$ cat config.mk
export PLATFORM = sky130hd
export DESIGN_NAME = preload_counter_timer
export DESIGN_NICKNAME = d
export VERILOG_FILES = /design/src/rtl/pct_pkg.sv /design/src/rtl/pct_ctrl.sv /design/src/rtl/pct_datapath.sv /design/src/rtl/preload_counter_timer.sv
export SDC_FILE = /design/constraint.sdc
export NUM_CORES = 1
export LEC_CHECK = 0
export BUFFER_PORTS_ARGS = -buffer_cell sky130_fd_sc_hd__buf_2
export CORE_UTILIZATION = 60
export DETAILED_ROUTE_END_ITERATION = 6
export GPL_ROUTABILITY_DRIVEN = 0
export PLACE_DENSITY = 0.84
export SKIP_CTS_REPAIR_TIMING = 1
export SLEW_MARGIN = 20
export SYNTH_ARGS = -nofsm -noshare
export SYNTH_HDL_FRONTEND = slang
export SYNTH_HIERARCHICAL = 1
export SYNTH_SLANG_ARGS = --single-unit
$ cat constraint.sdc
create_clock -name clk -period 4.7 [get_ports clk]
set_input_delay 0.235 -clock clk [delete_from_list [all_inputs] [get_ports clk]]
set_output_delay 0.235 -clock clk [all_outputs]
set_load 0.01 [all_outputs]
$ cat src/rtl/pct_pkg.sv
package pct_pkg;
  localparam int ADDR_W = 3;

  localparam logic [ADDR_W-1:0] A_PRE_HI = 3'd0;
  localparam logic [ADDR_W-1:0] A_PRE_LO = 3'd1;
  localparam logic [ADDR_W-1:0] A_CFG    = 3'd2;
  localparam logic [ADDR_W-1:0] A_CNT_HI = 3'd3;
  localparam logic [ADDR_W-1:0] A_CNT_LO = 3'd4;
  localparam logic [ADDR_W-1:0] A_STAT   = 3'd5;
  localparam logic [ADDR_W-1:0] A_START  = 3'd6;
  localparam logic [ADDR_W-1:0] A_STOP   = 3'd7;

  localparam int CFG_W = 5;

  typedef enum logic [1:0] {
    SRC_MAIN = 2'd0,
    SRC_CHA  = 2'd1,
    SRC_CHB  = 2'd2,
    SRC_EXT  = 2'd3
  } srcSel_e;

  // Control-to-datapath strobes
  typedef struct packed {
    logic wrPreHi;
    logic wrPreLo;
    logic loadCnt;
    logic decCnt;
    logic setRdy;
    logic clrRdy;
    logic setOut;
    logic clrOut;
    logic tglOut;
  } ctlStb_t;
endpackage

$ cat src/rtl/pct_ctrl.sv
module pct_ctrl
  import pct_pkg::*;
#(
  parameter int PRE_W = 4
) (
  input  logic              clk,
  input  logic              rstN,
  input  logic [ADDR_W-1:0] regAddr,
  input  logic              regWr,
  input  logic              regRd,
  input  logic [CFG_W-1:0]  cfgIn,
  input  logic [3:0]        ticks,
  input  logic              cntIsOne,
  output ctlStb_t           stb,
  output logic [CFG_W-1:0]  cfgQ,
  output logic              timerMode
);
  localparam logic [PRE_W-1:0] PRE_LAST = {PRE_W{1'b1}};

  logic             running;
  logic [PRE_W-1:0] preCnt;
  srcSel_e          srcSel;
  logic             div16;
  logic             startCmd, stopCmd, cfgWr, modeChg;
  logic             srcTick, tmrTick, tmrEn;

  assign timerMode = cfgQ[0];
  assign srcSel    = srcSel_e'(cfgQ[2:1]);
  assign div16     = cfgQ[3];

  assign startCmd = regRd && (regAddr == A_START);
  assign stopCmd  = regRd && (regAddr == A_STOP);
  assign cfgWr    = regWr && (regAddr == A_CFG);
  assign modeChg  = cfgWr && (cfgIn[0] != timerMode);

  always_comb begin
    unique case (srcSel)
      SRC_MAIN: srcTick = ticks[0];
      SRC_CHA:  srcTick = ticks[1];
      SRC_CHB:  srcTick = ticks[2];
      default:  srcTick = ticks[3];
    endcase
  end

  // Timer mode uses the external tick for select 3, the main tick otherwise
  assign tmrTick = (srcSel == SRC_EXT) ? ticks[3] : ticks[0];
  assign tmrEn   = tmrTick && (!div16 || (preCnt == PRE_LAST));

  always_ff @(posedge clk or negedge rstN) begin
    if (!rstN) begin
      cfgQ    <= '0;
      running <= 1'b0;
      preCnt  <= '0;
    end else begin
      if (cfgWr) cfgQ <= cfgIn;
      if (modeChg) begin
        running <= 1'b0;
        preCnt  <= '0;
      end else if (!timerMode) begin
        if (stopCmd)       running <= 1'b0;
        else if (startCmd) running <= 1'b1;
      end else begin
        if (startCmd)                preCnt <= '0;
        else if (tmrTick && div16)   preCnt <= preCnt + 1'b1;
      end
    end
  end

  always_comb begin
    stb         = '0;
    stb.wrPreHi = regWr && (regAddr == A_PRE_HI);
    stb.wrPreLo = regWr && (regAddr == A_PRE_LO);
    if (modeChg) begin
      stb.loadCnt = 1'b1;
      stb.clrRdy  = 1'b1;
      stb.clrOut  = 1'b1;
    end else if (!timerMode) begin
      if (stopCmd) begin
        stb.clrRdy = 1'b1;
        stb.clrOut = 1'b1;
      end else if (startCmd) begin
        stb.loadCnt = 1'b1;
      end else if (running && srcTick) begin
        stb.decCnt = 1'b1;
        if (cntIsOne) begin
          stb.setRdy = 1'b1;
          stb.setOut = 1'b1;
        end
      end
    end else begin
      if (stopCmd) stb.clrRdy = 1'b1;
      if (startCmd) begin
        stb.loadCnt = 1'b1;
      end else if (tmrEn) begin
        if (cntIsOne) begin
          stb.loadCnt = 1'b1;
          stb.tglOut  = 1'b1;
          stb.setRdy  = 1'b1;
        end else begin
          stb.decCnt = 1'b1;
        end
      end
    end
  end

  // a stopped counter-mode block never issues a decrement
  p_idle_r7: assert property (@(posedge clk) disable iff (!rstN)
    (!timerMode && !running) |-> !stb.decCnt);

  // prescaled timer tick fires only when the prescaler wraps
  p_div16_r11: assert property (@(posedge clk) disable iff (!rstN)
    (timerMode && div16 && stb.decCnt) |-> (preCnt == PRE_LAST));
endmodule

$ cat src/rtl/pct_datapath.sv
module pct_datapath
  import pct_pkg::*;
#(
  parameter int BYTE_W = 8,
  localparam int CNT_W = 2 * BYTE_W
) (
  input  logic              clk,
  input  logic              rstN,
  input  ctlStb_t           stb,
  input  logic [BYTE_W-1:0] wrData,
  output logic [CNT_W-1:0]  cnt,
  output logic [CNT_W-1:0]  preload,
  output logic              cntIsOne,
  output logic              ready,
  output logic              ctOut
);
  logic [1:0] byteWr;
  assign byteWr = {stb.wrPreHi, stb.wrPreLo};

  for (genvar b = 0; b < 2; b++) begin : g_preByte
    always_ff @(posedge clk or negedge rstN) begin
      if (!rstN)          preload[b*BYTE_W +: BYTE_W] <= '0;
      else if (byteWr[b]) preload[b*BYTE_W +: BYTE_W] <= wrData;
    end
  end

  always_ff @(posedge clk or negedge rstN) begin
    if (!rstN)           cnt <= '0;
    else if (stb.loadCnt) cnt <= preload;
    else if (stb.decCnt)  cnt <= cnt - 1'b1;
  end

  assign cntIsOne = (cnt == CNT_W'(1));

  always_ff @(posedge clk or negedge rstN) begin
    if (!rstN) begin
      ready <= 1'b0;
      ctOut <= 1'b0;
    end else begin
      if (stb.setRdy)      ready <= 1'b1;
      else if (stb.clrRdy) ready <= 1'b0;
      if (stb.clrOut)      ctOut <= 1'b0;
      else if (stb.setOut) ctOut <= 1'b1;
      else if (stb.tglOut) ctOut <= ~ctOut;
    end
  end

  // a load copies the preload into the count
  p_load_r3: assert property (@(posedge clk) disable iff (!rstN)
    stb.loadCnt |=> (cnt == $past(preload)));

  // decrementing zero wraps to all ones
  p_wrap_r5: assert property (@(posedge clk) disable iff (!rstN)
    (stb.decCnt && !stb.loadCnt && cnt == '0) |=> (cnt == {CNT_W{1'b1}}));

  // a terminal event leaves ready set
  p_ready_r5: assert property (@(posedge clk) disable iff (!rstN)
    stb.setRdy |=> ready);
endmodule

$ cat src/rtl/preload_counter_timer.sv
module preload_counter_timer
  import pct_pkg::*;
#(
  parameter int BYTE_W = 8,
  parameter int PRE_W  = 4
) (
  input  logic              clk,
  input  logic              rstN,
  input  logic [2:0]        regAddr,
  input  logic              regWr,
  input  logic              regRd,
  input  logic [BYTE_W-1:0] wrData,
  output logic [BYTE_W-1:0] rdData,
  input  logic              tickMain,
  input  logic              tickChanA,
  input  logic              tickChanB,
  input  logic              tickExt,
  output logic              ctOutN,
  output logic              ready,
  output logic              irq
);
  localparam int CNT_W = 2 * BYTE_W;

  ctlStb_t          stb;
  logic [CFG_W-1:0] cfgQ;
  logic             timerMode;
  logic [CNT_W-1:0] cnt, preload;
  logic             cntIsOne, ctOut;

  pct_ctrl #(.PRE_W(PRE_W)) u_ctrl (
    .clk      (clk),
    .rstN     (rstN),
    .regAddr  (regAddr),
    .regWr    (regWr),
    .regRd    (regRd),
    .cfgIn    (wrData[CFG_W-1:0]),
    .ticks    ({tickExt, tickChanB, tickChanA, tickMain}),
    .cntIsOne (cntIsOne),
    .stb      (stb),
    .cfgQ     (cfgQ),
    .timerMode(timerMode)
  );

  pct_datapath #(.BYTE_W(BYTE_W)) u_dp (
    .clk     (clk),
    .rstN    (rstN),
    .stb     (stb),
    .wrData  (wrData),
    .cnt     (cnt),
    .preload (preload),
    .cntIsOne(cntIsOne),
    .ready   (ready),
    .ctOut   (ctOut)
  );

  assign ctOutN = ~ctOut;
  assign irq    = ready & cfgQ[4];

  always_comb begin
    unique case (regAddr)
      A_PRE_HI: rdData = preload[CNT_W-1 -: BYTE_W];
      A_PRE_LO: rdData = preload[BYTE_W-1:0];
      A_CFG:    rdData = BYTE_W'(cfgQ);
      A_CNT_HI: rdData = cnt[CNT_W-1 -: BYTE_W];
      A_CNT_LO: rdData = cnt[BYTE_W-1:0];
      A_STAT:   rdData = BYTE_W'(ready);
      default:  rdData = '0;
    endcase
  end

  // a counter-mode stop read clears ready and the output
  p_stop_r7: assert property (@(posedge clk) disable iff (!rstN)
    (regRd && regAddr == A_STOP && !timerMode) |=> (!ready && ctOutN));

  // the request never appears without the ready flag
  p_irq_r12: assert property (@(posedge clk) disable iff (!rstN)
    irq |-> ready);
endmodule

==> out/results.txt <==
RSZ-0062 raised after global routing - no
Post-layout nets - 319
Slew @ Worst Pin - 0.865 ns
fin crit share - 0.671
dpl hpwl - 4.15 mm
post-route minimum period - 3.16 ns
Fmax - 317 MHz
sw frac - 0.369
Yosys top cell by area - dfrtp_1
min-delay worst type - input pin to flip-flop
Yosys cell types - 55
number of synthesized flops with an enable pin - 0
fill count - 324
CTS tree - built
clk sink count - 44
Finish-stage setup viols - 0
Worst Min Path Start - wrData[1]
pin count of the biggest net entering global routing - 45
crit path DAT - 3.33 ns
crit path max fanout - 28
Routed Antenna Nets - 0
DRT Wirelength - 5.77 mm
Slew HR - 0.422
most frequent CP cell - nand2_1
1st-iter DRT viols - 258
Top FF cell, synth - dfrtp_1
Final Max Tran Viols - 0
ys async rst share - 1.00
Setup TNS - 0 ns
Worst Skew - 0.00502 ns
worst hold stages - 3
# DRC - 0
reg-to-reg slack, setup - 1.54 ns
Hold Vio Cnt, Final - 0
Logic pwr share - 0.292
Area Growth Syn to Fin - 9.52%
Die W - 68.4 um
critical-path cell list - nor4_4, nand4b_1, nor4b_1, nand2_1, nand2_1, buf_4, inv_1, nand2_1, o21ai_0, or2_2
sequential area share after synthesis - 0.417
CP Launch Point - u_dp/cnt[4]
clock buffer depth - 2
worst r2r path cells - 10
Power Density - 431 mW/mm2
Int Pwr - 0.000786 W
row count - 23
Worst Path Required - 4.88 ns
initial antenna violation count - 0
crit end category - flip-flop
NetSw - 0.000460 W
synth top area cells - dfrtp_1 42%, mux2_2 7.7%, nand2_1 5.1%
initial core utilization - 0.642
top-area cell type share of the netlist area - 0.417
flop and latch count out of synthesis - 44
vias per std cell - 6.24
Post-Syn Area per Cell - 9.75 um2
# diodes - 0
Vias - 2170
Clock Latency Late Sink - 0.29 ns
P_leak - 1.29 nW
CTS root buffer - clkbuf_8
wire length on met3 - 370 um
metal1 wirelength - 2.73 mm
Max-cap violations - 0
Worst path max stage delay - 0.68 ns
r2r startpoint - u_dp/cnt[4]
status - finished, final reports clean
highest routed layer - met4
Mapped Nets - 293
WS Path Type - flip-flop to flip-flop
Syn Inst Count - 271
GR Overflow Total - 0
Vert. Die Dim - 68.4 um
share of cells above drive strength 1 - 0.221
sequential share of power - 0.514
CTS buffer count - 5
routed len/inst - 16.6 um
boundary pin count - 30
Max VDD drop - 262 uV
first-pass GRT wire length - 9.40 mm
Synth Cell Area - 0.00264 mm2
# H-tree levels - 2
full die area - 0.00467 mm2
IO buf count - 29
hold_ws - 0.178 ns
Clock Power Share - 0.193
synth warn - 6
Setup crit start kind - flip-flop
vias in the first global route - 1959
GRT Overall Usage - 0.277
clock slew at reported path FFs - 0.08 ns
total iterations of the first detailed-routing run - 5
core area - 0.00412 mm2
slowest CP cell - nor4b_1
metal2 WL - 2.62 mm
## area by class of cell
class,count,area [um2],area share
inverters,10,37.5,0.0130
multi-input cells,203,1420,0.490
clock inverters,2,10.0,0.00346
repair buffers,33,180,0.0623
clock buffers,6,82.6,0.0285
flip-flops and latches,44,1100,0.381
well taps,50,62.6,0.0216
## power by group through the flow
stage	clock [W]	sequential (W)	combinational (W)
3_5_place_dp	0	0.000645	0.000358
5_1_grt	0.000266	0.000658	0.000407
4_1_cts	0.000249	0.000637	0.000362
2_1_floorplan	0	0.000596	0.000290
6_report	0.000241	0.000641	0.000364
3_3_place_gp	0	0.000639	0.000353
## flip-flops by register name, summed over array words and instances (netlist names)
name and cells:
u_ctrl/cfgQ 5, u_ctrl/preCnt 4, u_dp/ctOut 1, u_dp/cnt 16, u_dp/ready 1, u_ctrl/running 1, u_dp/preload 16
## placed cells by master, fill, tap and decap left out, types with 2 or more instances in the layout
cell type  synthesis  routed
xnor2_1            4       4
nand2b_1           3       3
o21ai_0           18      18
or4_1              3       3
o31ai_1            4       4
and2_1             3       3
nand4b_1           2       2
nor3_1             4       4
a22oi_1            4       4
buf_4              2       4
o21ai_1            7       7
a2bb2oi_1          4       4
mux2i_1            6       6
a21oi_1            2       2
a21boi_0           4       4
buf_2              4      28
and4b_1            2       2
ha_1               3       3
nor2_1            13      13
and3_1             4       4
dfrtp_1           44      44
a32oi_1            4       4
nor2b_1            3       3
a31oi_1            3       3
nand3b_1           3       3
a21boi_1           2       2
clkbuf_8           0       6
nand3_1            6       6
nand4_1            4       4
mux2_2            18      18
nand2_1           36      36
a21o_1             3       3
mux2_1             4       4
xor2_1             9       9
inv_1             10      10
clkinv_2           0       2
## metrics by stage
| stage | setup slack (ns) | power [W] | instances | instance area [um2] | util |
|---|---|---|---|---|---|
| final | 1.54 | 0.00125 | 348 | 2890 | 0.703 |
| after global routing | 1.27 | 0.00133 | 348 | 2890 | 0.703 |
| after CTS | 1.55 | 0.00125 | 347 | 2880 | 0.700 |
| after detailed placement | 1.57 | 0.00100 | 339 | 2790 | 0.677 |
| after global placement | 1.57 | 0.000992 | 339 | 2790 | 0.677 |
| after floorplan | 2.04 | 0.000886 | 271 | 2640 | - |
## Yosys cell counts, drive strengths merged, types with 2 or more instances
cell and count:
a21boi 6, a21o 3, a21oi 3, a22oi 4
a2bb2oi 4, a31oi 3, a32oi 4, and2 3
and3 4, and4b 2, buf 8, clkbuf 6
dfrtp 44, ha 3, inv 10, mux2 22
mux2i 6, nand2 37, nand2b 3, nand3 6
nand3b 3, nand4 4, nand4b 2, nor2 13
nor2b 3, nor3 4, nor4 2, nor4b 2
o21ai 25, o31ai 4, or4 3, xnor2 4
xor2 9
## metal layers
metal	vias to the layer above	track usage
met5	-	0
met4	0	0.0859
met3	4	0.0533
met2	90	0.403
met1	1044	0.412
li1	1032	-
## cell families (layout without fill, tap and decap cells)
logic type / count (synthesis) / count (layout) / share of synthesized area
and+or+nand+nor: 95 / 95 / 0.195
AOI/OAI and AO/OA: 63 / 63 / 0.160
DFF: 44 / 44 / 0.417
muxes: 29 / 29 / 0.125
buffers and inverters: 24 / 51 / 0.0459
xor gates and xnor gates: 13 / 13 / 0.0431
adders and majority gates: 3 / 3 / 0.0142
## critical path: cells and delay by family (launching register included)
kind | cells | cell delay (ns)
buffers and inverters | 2 | 0.42
AO/OA/AOI/OAI | 1 | 0.06
flip-flops | 1 | 0.47
AND/OR/NAND/NOR | 7 | 2.09
## path summary, 6_finish.rpt
path / end
setup / recovery: u_dp/cnt[15]
hold / removal: u_ctrl/cfgQ[1]
setup reg to reg: u_dp/cnt[15]
hold reg to reg: u_dp/cnt[8]
max in group asynchronous: u_dp/cnt[10]
min in group asynchronous: u_dp/ready
Power figures use the tool's default switching activity.
